`src/rtl/tmr_pkg.sv`:
```
package tmr_pkg;

  typedef enum logic [1:0] {
    REG_CTRL = 2'd0,
    REG_LIM_A = 2'd1,
    REG_LIM_B = 2'd2,
    REG_SPARE = 2'd3
  } reg_sel_e;

  localparam logic [1:0] CMP_LIM_A = 2'd1;
  localparam logic [1:0] CMP_LIM_B = 2'd2;
  localparam logic [1:0] SRC_SYSCLK = 2'd0;

  typedef struct packed {
    logic [1:0] clk_src;    // 15:14
    logic [3:0] pre_exp;    // 13:10
    logic [1:0] rsv_a;      // 9:8
    logic       rpt;        // 7
    logic       rsv_b;      // 6
    logic [1:0] cmp_sel;    // 5:4
    logic       rsv_c;      // 3
    logic       irq_en;     // 2
    logic       halt;       // 1
    logic       rsv_d;      // 0
  } ctrl_t;

endpackage

```
`src/rtl/tmr_regs.sv`:
```
module tmr_regs #(
  parameter int CNT_W = 16
) (
  input  logic                  clk,
  input  logic                  rst,
  input  logic                  wr_en,
  input  logic [1:0]            wr_addr,
  input  logic [15:0]           wr_data,
  output tmr_pkg::ctrl_t        ctrl_q,
  output logic [CNT_W-1:0]      lim_a_q,
  output logic [CNT_W-1:0]      lim_b_q,
  output logic                  restart_q
);
  import tmr_pkg::*;

  always_ff @(posedge clk) begin
    if (rst) begin
      ctrl_q    <= '0;
      lim_a_q   <= '0;
      lim_b_q   <= '0;
      restart_q <= 1'b0;
    end else begin
      restart_q <= 1'b0;
      if (wr_en) begin
        case (reg_sel_e'(wr_addr))
          REG_CTRL: begin
            ctrl_q    <= ctrl_t'(wr_data);
            restart_q <= 1'b1;
          end
          REG_LIM_A: lim_a_q <= wr_data[CNT_W-1:0];
          REG_LIM_B: lim_b_q <= wr_data[CNT_W-1:0];
          default: ;
        endcase
      end
    end
  end

  // restart follows only a control write
  p_restart_src_r12: assert property (@(posedge clk) disable iff (rst)
    restart_q |-> $past(wr_en && wr_addr == REG_CTRL));

endmodule

```
`src/rtl/tmr_prescale.sv`:
```
module tmr_prescale #(
  parameter int MAX_EXP = 8
) (
  input  logic       clk,
  input  logic       rst,
  input  logic       clear,
  input  logic       run,
  input  logic [3:0] exp_raw,
  output logic       tick
);
  localparam int PRE_W = (MAX_EXP < 1) ? 1 : MAX_EXP;

  logic [3:0]       exp_c;
  logic [PRE_W:0]   one_hot;
  logic [PRE_W-1:0] mask;
  logic [PRE_W-1:0] pre_q;

  assign exp_c   = (exp_raw > 4'(MAX_EXP)) ? 4'(MAX_EXP) : exp_raw;
  assign one_hot = {{PRE_W{1'b0}}, 1'b1} << exp_c;
  assign mask    = PRE_W'(one_hot - 1'b1);
  assign tick    = run && (pre_q == mask);

  always_ff @(posedge clk) begin
    if (rst || clear || !run) pre_q <= '0;
    else if (tick)            pre_q <= '0;
    else                      pre_q <= pre_q + 1'b1;
  end

  // prescaler never passes the clamped terminal value
  p_pre_bound_r3: assert property (@(posedge clk) disable iff (rst)
    !clear |-> pre_q <= mask);

  p_pre_idle_r7: assert property (@(posedge clk) disable iff (rst)
    !run |=> pre_q == '0);

endmodule

```
`src/rtl/tmr_count.sv`:
```
module tmr_count #(
  parameter int CNT_W = 16
) (
  input  logic             clk,
  input  logic             rst,
  input  logic             restart,
  input  logic             tick,
  input  logic [1:0]       clk_src,
  input  logic             halt,
  input  logic             rpt,
  input  logic             irq_en,
  input  logic [1:0]       cmp_sel,
  input  logic [CNT_W-1:0] lim_a,
  input  logic [CNT_W-1:0] lim_b,
  output logic             run_q,
  output logic             expire_q,
  output logic             irq_q,
  output logic             err_q
);
  import tmr_pkg::*;

  logic [CNT_W-1:0] cnt_q;
  logic [CNT_W-1:0] lim_q;
  logic [CNT_W-1:0] sel_lim;
  logic             sel_ok;
  logic             enabled;
  logic             period_ok;

  always_comb begin
    sel_ok  = 1'b1;
    sel_lim = '0;
    case (cmp_sel)
      CMP_LIM_A: sel_lim = lim_a;
      CMP_LIM_B: sel_lim = lim_b;
      default:   sel_ok  = 1'b0;
    endcase
  end

  assign enabled   = (clk_src == SRC_SYSCLK) && !halt;
  assign period_ok = sel_ok && (sel_lim != '0);

  always_ff @(posedge clk) begin
    if (rst) begin
      cnt_q    <= '0;
      lim_q    <= '0;
      run_q    <= 1'b0;
      expire_q <= 1'b0;
      irq_q    <= 1'b0;
      err_q    <= 1'b0;
    end else begin
      expire_q <= 1'b0;
      irq_q    <= 1'b0;
      if (restart) begin
        cnt_q <= '0;
        lim_q <= sel_lim;
        run_q <= enabled && period_ok;
        err_q <= enabled && !period_ok;
      end else if (run_q && tick) begin
        if (cnt_q == lim_q - 1'b1) begin
          expire_q <= 1'b1;
          irq_q    <= irq_en;
          cnt_q    <= '0;
          if (rpt) begin
            lim_q <= sel_lim;
            run_q <= period_ok;
            err_q <= !period_ok;
          end else begin
            run_q <= 1'b0;
          end
        end else begin
          cnt_q <= cnt_q + 1'b1;
        end
      end
    end
  end

  p_cnt_below_lim_r2: assert property (@(posedge clk) disable iff (rst)
    run_q |-> cnt_q < lim_q);

  p_restart_zero_r12: assert property (@(posedge clk) disable iff (rst)
    restart |=> cnt_q == '0);

  p_idle_cfg_r7: assert property (@(posedge clk) disable iff (rst)
    (restart && (halt || clk_src != SRC_SYSCLK)) |=> (!run_q && !err_q));

  p_zero_lim_r5: assert property (@(posedge clk) disable iff (rst)
    (restart && clk_src == SRC_SYSCLK && !halt && sel_lim == '0) |=> (!run_q && err_q));

  p_oneshot_stop_r9: assert property (@(posedge clk) disable iff (rst)
    (expire_q && !rpt && !restart) |-> !run_q);

  p_irq_with_exp_r10: assert property (@(posedge clk) disable iff (rst)
    irq_q |-> expire_q);

endmodule

```
`src/rtl/tmr_chan.sv`:
```
module tmr_chan #(
  parameter int CNT_W   = 16,
  parameter int MAX_EXP = 8
) (
  input  logic        clk,
  input  logic        rst,
  input  logic        wr_en,
  input  logic [1:0]  wr_addr,
  input  logic [15:0] wr_data,
  output logic        expire_o,
  output logic        irq_o,
  output logic        cfg_err_o,
  output logic        running_o
);
  import tmr_pkg::*;

  ctrl_t            ctrl;
  logic [CNT_W-1:0] lim_a;
  logic [CNT_W-1:0] lim_b;
  logic             restart;
  logic             tick;
  logic             run;
  logic             unused_rsv;

  assign unused_rsv = ^{ctrl.rsv_a, ctrl.rsv_b, ctrl.rsv_c, ctrl.rsv_d};

  tmr_regs #(.CNT_W(CNT_W)) u_regs (
    .clk(clk), .rst(rst), .wr_en(wr_en), .wr_addr(wr_addr), .wr_data(wr_data),
    .ctrl_q(ctrl), .lim_a_q(lim_a), .lim_b_q(lim_b), .restart_q(restart)
  );

  tmr_prescale #(.MAX_EXP(MAX_EXP)) u_pre (
    .clk(clk), .rst(rst), .clear(restart), .run(run),
    .exp_raw(ctrl.pre_exp), .tick(tick)
  );

  tmr_count #(.CNT_W(CNT_W)) u_cnt (
    .clk(clk), .rst(rst), .restart(restart), .tick(tick),
    .clk_src(ctrl.clk_src), .halt(ctrl.halt), .rpt(ctrl.rpt),
    .irq_en(ctrl.irq_en), .cmp_sel(ctrl.cmp_sel),
    .lim_a(lim_a), .lim_b(lim_b),
    .run_q(run), .expire_q(expire_o), .irq_q(irq_o), .err_q(cfg_err_o)
  );

  assign running_o = run;

  p_err_not_running_r4: assert property (@(posedge clk) disable iff (rst)
    cfg_err_o |-> !running_o);

endmodule

```
`config.mk`:
```
export PLATFORM = sky130hd
export DESIGN_NAME = tmr_chan
export DESIGN_NICKNAME = d
export VERILOG_FILES = /design/src/rtl/tmr_pkg.sv /design/src/rtl/tmr_regs.sv /design/src/rtl/tmr_prescale.sv /design/src/rtl/tmr_count.sv /design/src/rtl/tmr_chan.sv
export SDC_FILE = /design/constraint.sdc
export NUM_CORES = 1
export LEC_CHECK = 0
export ABC_CLOCK_PERIOD_IN_PS = 3700
export BUFFER_PORTS_ARGS = -buffer_cell sky130_fd_sc_hd__buf_2
export CORE_AREA = 2 2 96 98
export CTS_BUF_LIST = sky130_fd_sc_hd__clkbuf_8 sky130_fd_sc_hd__clkbuf_16
export DETAILED_ROUTE_END_ITERATION = 10
export DIE_AREA = 0 0 98 100
export GPL_ROUTABILITY_DRIVEN = 0
export PLACE_DENSITY = 0.79
export SLEW_MARGIN = 0
export SYNTH_ARGS = -nofsm -noshare
export SYNTH_HDL_FRONTEND = slang
export SYNTH_SLANG_ARGS = --single-unit
export TNS_END_PERCENT = 20
```
`constraint.sdc`:
```
create_clock -name clk -period 3.7 [get_ports clk]
set_clock_uncertainty 0.1 [all_clocks]
set_input_delay 0.74 -clock clk [delete_from_list [all_inputs] [get_ports clk]]
set_output_delay 0.74 -clock clk [all_outputs]
set_load 0.005 [all_outputs]
```
After elaboration in Yosys (flattened, before gate mapping) --
Index checks and enable logic that the tools add are counted.
Word-level totals: logic and storage cells 77, input port bits 21, output and inout port bits 4, bits in registers 88
Cells by class: bitwise gates (word level) 3, shift operators 1, reductions and logical operators 28, add/subtract/negate cells 4, equal/unequal tests 6, muxes and demuxes 18, $lt $le $gt $ge 1
Operators with widths (number):
- 16-bit two-way mux | 5
- 16-bit case mux with 2 select lines | 1
- 16-bit by 1-bit adder with 16-bit output, second input constant | 1
- 16-bit == test | 1
- 16-bit nonzero test | 1
- 16-bit by 1-bit subtractor with 16-bit output, second input constant | 1
- 1-bit two-way mux | 11
- 8-bit by 1-bit adder with 8-bit output, second input constant | 1
- 8-bit == test | 1
- 2-bit AND reduction | 4
- 2-bit OR reduction | 4
- 1-bit by 4-bit left shift with 8-bit output, first input constant | 1
- 8-bit by 1-bit subtractor with 8-bit output, second input constant | 1
- 1-bit logical AND | 6
- 2-bit nonzero test | 3
- 2-bit by 1-bit == test with 1-bit output, second input constant | 2
- 2-bit == test, second input constant | 2
- 4-bit greater-than comparator, second input constant | 1
- 2-bit logical NOT | 2
- 4-bit two-way mux | 1
- 4-bit OR reduction | 1
- 1-bit logical NOT | 3
- 1-bit inverter | 3
- 3-bit AND reduction | 1
- other kinds (2) | 3

Logic depth before layout (Yosys ltp) --
Gate-level depths: netlist (run 1).
depth after elaboration 9, depth in mapped cells 12, mapped depth without buffers 10

Modules after synthesis --
A second synthesis (run 1) with hierarchy kept.
Unflattened totals: cell total of the unflattened synthesis 534, area, all modules 4931.0 um^2
Modules (own cells, without submodules):
- tmr_count | cells each 282, area an instance 2379.8 um^2, times used 1, seq. area each 720.7 um^2
- tmr_regs | cells each 179, area an instance 1970.6 um^2, times used 1, seq. area each 980.9 um^2
- tmr_prescale | cells each 73, area an instance 580.6 um^2, times used 1, seq. area each 160.2 um^2

Least setup slack after synthesis (run 1) --
OpenSTA, ideal clock, no wires.
kind register -> register, start register u_cnt.lim_q[0], end register u_cnt.lim_q[10], arrival time 2677 ps, library setup time 79 ps, period minus slack after synthesis 2856 ps, cell stages (with the launch flop) 13, data required time 3521 ps, setup slack 844 ps, path buffers 3, path through dfxtp_1 -> buf_2 -> inv_1 -> ha_1 -> clkbuf_1 -> or4_1 -> a21oi_1 -> nor2_1 -> o32a_1 -> a2111oi_0 -> nand4_1 -> clkbuf_1 -> o211ai_1
On the way: word-level cells in the longest chain between the ends 4
RTL lines:
- from (decl) | RTL line tmr_count.sv:23 | logic [CNT_W-1:0] lim_q;
- from (signal assigned) | RTL line tmr_count.sv:55 | lim_q <= sel_lim;
- from (signal assigned) | RTL line tmr_count.sv:64 | lim_q <= sel_lim;
- 16-bit by 1-bit subtractor with 16-bit output | RTL line tmr_count.sv:59 | if (cnt_q == lim_q - 1'b1) begin
- 16-bit == test | RTL line tmr_count.sv:59
- 2-bit nonzero test (no source line)
- 3-bit AND reduction (no source line)
No other way between the ends. A chain may end at the register's enable or synchronous reset.

Final worst setup path (run 1) --
start register u_cnt.lim_q[3], end register u_cnt.cnt_q[13]
On the way: word-level cells in the longest chain between the ends 3
RTL lines:
- 16-bit by 1-bit subtractor with 16-bit output | RTL line tmr_count.sv:59
- 16-bit == test | RTL line tmr_count.sv:59
- 16-bit two-way mux | RTL line tmr_count.sv:59
- to (signal assigned) | RTL line tmr_count.sv:71 | cnt_q <= cnt_q + 1'b1;
- to (decl) | RTL line tmr_count.sv:22 | logic [CNT_W-1:0] cnt_q;
No other way between the ends.

==> qor.yml, run 1 <==
cts_resized: 0
ant_nets: 0
path_max_fanout: 16
pre_cts_ws_ps: 504.1
maxCapViolCount: 0
holdWs_ps: 358.8
via_per_inst: 6.137
avgSynthCellArea_um2: 7.924
synth_cell_types: 61
crit_required_ps: 3870
hold_buffers: 0
setup.worst_path.start: "u_cnt.lim_q[3]$_SDFFE_PP0P_"
wl_per_cell_um: 16.05
core_mm2: 0.008890
cp-start-kind: "register"
rows: 35
io_buffers: 24
status: "finished, final reports clean"
setup_viol: 0
max_freq_mhz: 311.2
io_pins: 25
fin_crit_ps: 3213
route.vias.total: 4480
final_cell_mix: "nand2_1, dfxtp_1, nor2_1, a21oi_1, o211ai_1"
dp.cells: 714
hp-class: "register to register"
fin_area_mm2: 0.005215
r2r-end: "u_cnt.cnt_q[13]$_SDFFE_PP0N_"
crit_type: "register to register"
synth_enable_flop_cells: 0
r2r_setup_slack_ps: 490
finalPower_mw: 1.843
power.leakage_nw: 1.765
syn_to_final_growth_pct: 7.367
setup_slack_ps: 487.0
endpoint_kind: "register"
floorplan.initialDensity_pct: 54.64
ys_seq_area_share_pct: 36.27
die_w_um: 98
drt-initial-drc-count: 384
drive_gt1_share_pct: 10.02
cts_setup_buffers: 0
syn_nets: 640
nNetsFinal: 641
worst_pin_slew_ps: 715.2
tns_ps: 0
grt_pass1_wl_mm: 19.51
layout.cells.non_filler: 730
fin_util_pct: 58.66
path_clk_slew_ps: 90
synth_flop_cell: "dfxtp_1"
ys.warnings.count: 0
fin_crit_sh_pct: 86.84
first_global_vias: 4145
drcViolationCount: 0
p_per_area_mw_per_mm2: 353.5
cts_tree: "built"
htreeDepth: 3
cts.sinks: 88
cts_buffer_depth: 2
die_h_um: 100
diodes: 0
relSlewSlack_pct: 52.17
grt_max_degree: 39
rsz0062_at_grt: "no"
placed_area_mm2: 0.004992
dieArea_mm2: 0.009800
hold_viol: 0
endpoint: "u_cnt.cnt_q[13]$_SDFFE_PP0N_"
rr_worst_depth: 7
postSynthCellCount: 613
hpwl_mm: 8.413
irDropWorstVdd_uv: 255.9
slew_violations: 0
async_reset_ff_share_pct: 0
grtUsageTotal_pct: 24.03
clock_latency_ps: 360
netlist_area_mm2: 0.004857
firstDrtPassIters: 5
antenna_found_initial: 0
synth_seq_cells: 88
overflow: 0
cts_buffers: 9
r2r_start: "u_cnt.lim_q[3]$_SDFFE_PP0P_"
cts-root-buf: "clkbuf_8"
worst_ep_arrival_time_ps: 3380
wl_mm: 11.72
==> metal layers <==
layer  up-vias  GRT usage, %  part of all wire [%]
li1       2190             -                     -
met1      2102         31.48                    45
met2       158         39.30                    47
met3        30         4.039                   6.0
met4         0         10.47                   2.3
met5         -             0                     0
==> synth_stat cells (5+ instances only) <==
library cell	instances	share of area, %
dfxtp_1	88	36
nand2_1	88	6.8
nor2_1	52	4.0
a21oi_1	43	4.4
clkbuf_1	35	2.7
o211ai_1	28	4.3
inv_1	23	1.8
xor2_1	19	3.4
nand2b_1	18	2.3
xnor2_1	18	3.2
a22oi_1	16	2.5
nand3_1	16	1.6
nand4_1	16	2.1
nor3_1	14	1.4
o32ai_1	13	2.3
nor4_1	10	1.3
o21ai_0	9	0.93
and2_1	8	1.0
and3_1	8	1.0
mux2i_1	8	1.6
nor2b_1	8	1.0
or3_1	7	0.90
a31oi_1	6	0.77
ha_1	6	1.5
mux2_2	5	1.2
==> state kept, by name, indices dropped and copies added (netlist names) <==
register and flops:
u_pre.pre_q 8, u_regs.lim_a_q 16, u_regs.restart_q 1, u_cnt.cnt_q 16, u_cnt.lim_q 16, u_cnt.expire_q 1, u_cnt.err_q 1, u_regs.lim_b_q 16
u_regs.ctrl_q 11, u_cnt.irq_q 1, u_cnt.run_q 1
==> report_power, final <==
part / leakage [nW] / internal [mW] / switching [mW]
Clock: 0.111 / 0.386 / 0.360
Sequential: 0.712 / 0.963 / 0.0162
Combinational: 0.943 / 0.0448 / 0.0739
Total: 1.77 / 1.39 / 0.450
==> critical path, cell delays in order, from the launching register on <==
cell and delay [ps]:
dfxtp_1 390, or4_4 600, nor3b_4 260, mux2_2 360
o211a_1 160, a2111o_2 610, o21ai_4 410, o21ba_2 220
==> worst min-delay path by stage <==
stage	end	slack, ps	cells after the start	from
finish	u_regs.lim_b_q[5]$_SDFFE_PP0P_	360	2	u_regs.lim_b_q[5]$_SDFFE_PP0P_
global route	u_cnt.irq_q$_SDFF_PP0_	380	2	u_regs.ctrl_q[2]$_SDFFE_PP0P_
CTS	u_regs.lim_a_q[12]$_SDFFE_PP0P_	360	2	u_regs.lim_a_q[12]$_SDFFE_PP0P_
detailed placement	u_regs.lim_b_q[5]$_SDFFE_PP0P_	350	2	u_regs.lim_b_q[5]$_SDFFE_PP0P_
global placement	u_regs.lim_a_q[14]$_SDFFE_PP0P_	340	2	u_regs.lim_a_q[14]$_SDFFE_PP0P_
floorplan	u_cnt.irq_q$_SDFF_PP0_	330	2	u_regs.ctrl_q[2]$_SDFFE_PP0P_
==> cell type report <==
| cell class | instances | area [µm²] |
|---|---|---|
| Clock buffer | 9 | 123.9 |
| Clock inverter | 7 | 98.84 |
| Fill cell | 811 | 3675 |
| Inverter | 23 | 86.33 |
| Multi-Input combinational cell | 462 | 2840 |
| Sequential cell | 88 | 1762 |
| Tap cell | 111 | 138.9 |
| Timing Repair Buffer | 30 | 165.2 |
==> cells by family (layout without fill, tap and decap cells) <==
kind of cell | count (synthesis) | after routing | share of synthesized area [%]
flip-flops | 88 | 88 | 36.27
AND/OR/NAND/NOR | 266 | 266 | 27.41
AO/OA/AOI/OAI | 140 | 140 | 19.94
XOR/XNOR | 37 | 37 | 6.672
adder cells (fa/ha/maj) | 6 | 6 | 1.546
multiplexers | 13 | 13 | 2.808
buffers and inverters | 63 | 69 | 5.358
No activity file was read; power rests on OpenSTA's default activity.
==> inputs of run 2 (changes only) <==
--- a/config.mk
+++ b/config.mk
@@ -12,7 +12,7 @@
 export DETAILED_ROUTE_END_ITERATION = 10
 export DIE_AREA = 0 0 98 100
 export GPL_ROUTABILITY_DRIVEN = 0
-export PLACE_DENSITY = 0.79
+export PLACE_DENSITY = 0.73
 export SLEW_MARGIN = 0
 export SYNTH_ARGS = -nofsm -noshare
 export SYNTH_HDL_FRONTEND = slang
==> run 2 against run 1 <==
Compared with the run above:
- non-clock buffer count up 3
- design area down 0.12%
- final cell count up 0.41%
- wire length increased by 1.6%
- maximum frequency hardly changed
- sequential share of layout area barely moved
- worst setup slack improved by 3.0 ps
- hold slack better by 1.2 ps
- via count decreased by 0.80%
==> qor.yml, run 2 (synthesized netlist as in run 1, its figures left out) <==
status: "finished, final reports clean"  # unchanged
p_int_mw: 1.287  # was 1.394 mW
fin_crit_ps: 3210  # was 3213 ps
die_w_um: 98  # unchanged
clkPwrFrac_pct: 37.4  # was 40.5%
cts-root-buf: "clkbuf_8"  # unchanged
cts_buffer_depth: 2  # unchanged
core_mm2: 0.008890  # unchanged
ff_latch_area_mm2: 0.001762  # unchanged
final_cell_mix: "nand2_1, dfxtp_1, nor2_1, a21oi_1, o211ai_1"  # unchanged
io_pins: 25  # unchanged
firstDrtPassIters: 5  # unchanged
grtUsageTotal_pct: 24.78  # was 24.03%
nNetsFinal: 644  # was 641
route.vias.total: 4444  # was 4,480
multi_input_area_mm2: 0.002840  # unchanged
path_cells: "or4_4 > nor3b_4 > mux2_2 > o211a_1 > a2111o_2 > o21ai_4 > o21ba_2"  # unchanged
cts_tree: "built"  # unchanged
hp-class: "register to register"  # unchanged
die_h_um: 100  # unchanged
cts_setup_buffers: 0  # unchanged
worst_pin_slew_ps: 713.5  # was 715.2 ps
hpwl_mm: 8.561  # was 8.413 mm
critPathSlowestCell: "a2111o_2"  # unchanged
grt_pass1_wl_mm: 19.80  # was 19.51 mm
dieArea_mm2: 0.009800  # unchanged
p_sw_share_pct: 26.60  # was 24.40%
tns_ps: 0  # unchanged
antenna_found_initial: 0  # unchanged
cp-start-kind: "register"  # unchanged
slowest_delay_ps: 610  # about the same
hold_viol: 0  # unchanged
wl_mm: 11.91  # was 11.72 mm
power_switching_mw: 0.4664  # was 0.4497 mW
cts_resized: 0  # unchanged
maxCapViolCount: 0  # unchanged
path_clk_slew_ps: 100  # was 90 ps
setup_viol: 0  # unchanged
drcViolationCount: 0  # unchanged
worst_ep_arrival_time_ps: 3370  # was 3380 ps
p_seq_share_pct: 55.8  # was 53.1%
path_max_fanout: 16  # unchanged
combPwrFrac_pct: 6.8  # was 6.4%
floorplan.initialDensity_pct: 54.64  # unchanged
drive_gt1_share_pct: 10.45  # was 10.02%
slew_violations: 0  # unchanged
wl_per_cell_um: 16.24  # was 16.05 µm
drt-initial-drc-count: 206  # was 384
first_global_vias: 4031  # was 4,145
cts_buffers: 9  # unchanged
ant_nets: 0  # unchanged
io_buffers: 24  # unchanged
diodes: 0  # unchanged
power.leakage_nw: 1.767  # was 1.765 nW
grt_max_degree: 46  # was 39
fin_util_pct: 58.59  # was 58.66%
via_per_inst: 6.063  # was 6.137
p_per_area_mw_per_mm2: 336.6  # was 353.5 mW/mm²
irDropWorstVdd_uv: 323.9  # was 255.9 µV
max_freq_mhz: 311.5  # was 311.2 MHz
clock_latency_ps: 370  # was 360 ps
fin_crit_sh_pct: 86.76  # was 86.84%
overflow: 0  # unchanged
htreeDepth: 3  # unchanged
relSlewSlack_pct: 51.99  # was 52.17%
rsz0062_at_grt: "no"  # unchanged
crit_type: "register to register"  # unchanged
rows: 35  # unchanged
cts.sinks: 88  # unchanged
fill_cells: 820  # was 811
hold_buffers: 0  # unchanged
syn_to_final_growth_pct: 7.239  # was 7.367%
endpoint_kind: "register"  # unchanged
crit_required_ps: 3860  # was 3870 ps
[run 2: cell types whose count changed in the layout (fill, tap and decap cells not counted)]
| cell | delta |
|---|---|
| buf_4 | +3 |
| bufinv_16 | -2 |
| inv_8 | +2 |
| clkbuf_8 | +1 |
| clkinv_2 | -1 |
[run 2: worst max-delay path: cells and delay by family (launching register included)]
family	cells	cell delay, ps
AND/OR/NAND/NOR	2	860
AO/OA/AOI/OAI	4	1400
multiplexers	1	360
flip-flops	1	390
[run 2: area by class of cell]
class,count,area share (%)
Sequential cell,88,33.82
Clock buffer,10,2.642
Clock inverter,6,1.081
Timing Repair Buffer,33,3.603
Tap cell,111,2.666
Inverter,23,1.657
Multi-Input combinational cell,462,54.53
[run 2: metrics by stage]
step	cell area (µm²)	instances	hold slack (ps)	setup slack, ps	total power [mW]
detailed placement	5015	717	349.6	465.0	1.120
floorplan	4857	613	330.3	843.5	1.079
CTS	5209	733	361.4	469.6	1.769
global route	5209	733	381.9	310.4	1.826
finish	5209	733	360.0	490.0	1.753
global placement	5015	717	341.9	534.8	1.115
[run 2: layer usage]
metal | GRT usage [%] | part of all wire (%) | wire length (µm) | vias up
met5 | 0 | 0 | 0 | -
met4 | 9.936 | 2.6 | 305 | 0
met3 | 4.875 | 4.9 | 579 | 26
met2 | 38.78 | 47 | 5555 | 139
met1 | 33.83 | 46 | 5466 | 2087
li1 | - | - | - | 2192
[run 2: worst paths after layout]
path | to | cells after the start | start | slack (ps)
worst max register to register | u_cnt.cnt_q[13]$_SDFFE_PP0N_ | 7 | u_cnt.lim_q[3]$_SDFFE_PP0P_ | 490
worst max-delay path | u_cnt.cnt_q[13]$_SDFFE_PP0N_ | 7 | u_cnt.lim_q[3]$_SDFFE_PP0P_ | 490
worst min-delay path | u_regs.lim_b_q[11]$_SDFFE_PP0P_ | 2 | u_regs.lim_b_q[11]$_SDFFE_PP0P_ | 360
worst min register to register | u_regs.lim_b_q[11]$_SDFFE_PP0P_ | 2 | u_regs.lim_b_q[11]$_SDFFE_PP0P_ | 360
[run 2: power by group through the flow]
stage / Combinational, mW / Clock, mW / Sequential, mW
2_1_floorplan: 0.0855 / 0 / 0.993
4_1_cts: 0.119 / 0.671 / 0.979
5_1_grt: 0.132 / 0.712 / 0.982
3_3_place_gp: 0.115 / 0 / 1.00
3_5_place_dp: 0.119 / 0 / 1.00
6_report: 0.119 / 0.655 / 0.979
==> inputs of run 3 (changes only) <==
--- a/config.mk
+++ b/config.mk
@@ -13,6 +13,7 @@
 export DIE_AREA = 0 0 98 100
 export GPL_ROUTABILITY_DRIVEN = 0
 export PLACE_DENSITY = 0.73
+export RECOVER_POWER = 100
 export SLEW_MARGIN = 0
 export SYNTH_ARGS = -nofsm -noshare
 export SYNTH_HDL_FRONTEND = slang
==> run 3 against run 2 <==
Compared with the run above:
- worst setup slack got worse by 38 ps
- wire length up 0.81%
- sequential power about the same
- clock power barely moved
- critical endpoint is now u_cnt.lim_q[3]$_SDFFE_PP0P_
- largest power group unchanged
==> qor.yml, run 3 (synthesized netlist as in run 1, its figures left out) <==
status: "finished, final reports clean"  # unchanged
drt-initial-drc-count: 208  # was 206
r2r-end: "u_cnt.lim_q[3]$_SDFFE_PP0P_"  # was u_cnt.cnt_q[13]$_SDFFE_PP0N_
nNetsFinal: 644  # unchanged
cts.sinks: 88  # unchanged
htreeDepth: 3  # unchanged
cp-start-kind: "register"  # unchanged
cts_buffer_depth: 2  # unchanged
clock_latency_ps: 370  # about the same
diodes: 0  # unchanged
r2r_setup_slack_ps: 450  # was 490 ps
route.vias.total: 4483  # was 4,444
die_w_um: 98  # unchanged
path_cells: "inv_1 > ha_1 > or4bb_1 > a21oi_1 > nor2_1 > o32a_1 > a2111oi_0 > nand4_1 > clkbuf_1 > o211ai_1"  # was or4_4 > nor3b_4 > mux2_2 > o211a_1 > a2111o_2 > o21ai_4 > o21ba_2
path_clk_slew_ps: 100  # about the same
hold_viol: 0  # unchanged
max_freq_mhz: 307.9  # was 311.5 MHz
floorplan.initialDensity_pct: 54.64  # unchanged
rr_worst_depth: 10  # was 7
maxCapViolCount: 0  # unchanged
dieArea_mm2: 0.009800  # unchanged
worst_ep_arrival_time_ps: 3420  # was 3370 ps
grt_pass1_wl_mm: 19.80  # unchanged
via_per_inst: 6.116  # was 6.063
grt_max_degree: 46  # unchanged
wl_mm: 12.00  # was 11.91 mm
core_mm2: 0.008890  # unchanged
relSlewSlack_pct: 38.49  # was 51.99%
wl_per_cell_um: 16.38  # was 16.24 µm
r2r_start: "u_cnt.lim_q[0]$_SDFFE_PP0P_"  # was u_cnt.lim_q[3]$_SDFFE_PP0P_
setup.worst_path.start: "u_cnt.lim_q[0]$_SDFFE_PP0P_"  # was u_cnt.lim_q[3]$_SDFFE_PP0P_
critPathSlowestCell: "or4bb_1"  # was a2111o_2
worst_pin_slew_ps: 922.7  # was 713.5 ps
overflow: 0  # unchanged
antenna_found_initial: 0  # unchanged
rsz0062_at_grt: "no"  # unchanged
worstHoldStart: "u_regs.lim_b_q[11]$_SDFFE_PP0P_"  # unchanged
hold_buffers: 0  # unchanged
first_global_vias: 4031  # unchanged
drive_gt1_share_pct: 8.682  # was 10.45%
drcViolationCount: 0  # unchanged
tns_ps: 0  # unchanged
path_max_fanout: 13  # was 16
io_pins: 25  # unchanged
hp-class: "register to register"  # unchanged
syn_to_final_growth_pct: 6.646  # was 7.239%
cts_buffers: 9  # unchanged
fin_crit_ps: 3248  # was 3210 ps
cts_resized: 0  # unchanged
crit_type: "register to register"  # unchanged
final_cell_mix: "nand2_1, dfxtp_1, nor2_1, a21oi_1, o211ai_1"  # unchanged
ant_nets: 0  # unchanged
io_buffers: 24  # unchanged
finalPower_mw: 1.753  # about the same
crit_required_ps: 3880  # was 3860 ps
fill_cells: 828  # was 820
irDropWorstVdd_uv: 324.2  # was 323.9 µV
rows: 35  # unchanged
hold_end: "u_regs.lim_b_q[11]$_SDFFE_PP0P_"  # unchanged
die_h_um: 100  # unchanged
grtUsageTotal_pct: 24.78  # unchanged
fin_crit_sh_pct: 87.77  # was 86.76%
p_per_area_mw_per_mm2: 338.4  # was 336.6 mW/mm²
cts-root-buf: "clkbuf_8"  # unchanged
power.leakage_nw: 1.732  # was 1.767 nW
setup_viol: 0  # unchanged
firstDrtPassIters: 5  # unchanged
endpoint_kind: "register"  # unchanged
hpwl_mm: 8.561  # unchanged
cts_tree: "built"  # unchanged
slew_violations: 0  # unchanged
holdWs_ps: 360.0  # about the same
slowest_delay_ps: 510  # was 610 ps
cts_setup_buffers: 0  # unchanged
whs_path_depth: 2  # unchanged
run 3: cell types whose count changed in the layout (fill, tap and decap cells not counted), sizes merged:
| cell | previous run | this run |
|---|---|---|
| buf | 33 | 24 |
| clkbuf | 10 | 19 |
run 3: area by class of cell:
type	instances	area, µm²	share of cell area [%]
inverter	23	86.33	1.667
tap	111	138.9	2.681
multi-input combinational	462	2830	54.64
timing repair buffer	33	168.9	3.261
sequential	88	1762	34.01
clock inverter	6	56.30	1.087
clock buffer	10	137.6	2.657
run 3: critical path: cells and delay by family, from the launching register on:
family          cells  cell delay (ps)
simple gates        3              700
flops               1              400
compound gates      4             1160
buf+inv             2              440
fa+ha+maj           1              360
run 3: power by group:
group / total (mW) / switching, mW / internal [mW]
combinational: 0.118 / 0.0737 / 0.0442
clock: 0.656 / 0.377 / 0.279
sequential: 0.979 / 0.0164 / 0.963
total: 1.75 / 0.467 / 1.29
run 3: stage by stage:
step | util [%] | instances | worst slack [ps] | area [µm²]
2_1_floorplan | - | 613 | 843.5 | 4857
3_3_place_gp | 56.41 | 717 | 534.8 | 5015
3_5_place_dp | 56.41 | 717 | 465.0 | 5015
4_1_cts | 58.59 | 733 | 469.6 | 5209
5_1_grt | 58.27 | 733 | 243.1 | 5180
6_report | 58.27 | 733 | 452.5 | 5180
run 3: how the worst max path moves through the flow:
stage,endpoint,slack (ps)
global placement,u_cnt.cnt_q[13]$_SDFFE_PP0N_,530
global route,u_cnt.lim_q[3]$_SDFFE_PP0P_,240
finish,u_cnt.lim_q[3]$_SDFFE_PP0P_,450
CTS,u_cnt.cnt_q[13]$_SDFFE_PP0N_,470
detailed placement,u_cnt.cnt_q[13]$_SDFFE_PP0N_,460
floorplan,u_cnt.lim_q[10]$_SDFFE_PP0P_,840
run 3: metal layers:
| layer | GRT usage [%] | share of wire (%) | vias to the layer above |
|---|---|---|---|
| li1 | - | - | 2199 |
| met1 | 33.83 | 46 | 2128 |
| met2 | 38.78 | 47 | 132 |
| met3 | 4.875 | 4.6 | 24 |
| met4 | 9.936 | 2.3 | 0 |
| met5 | 0 | 0 | - |
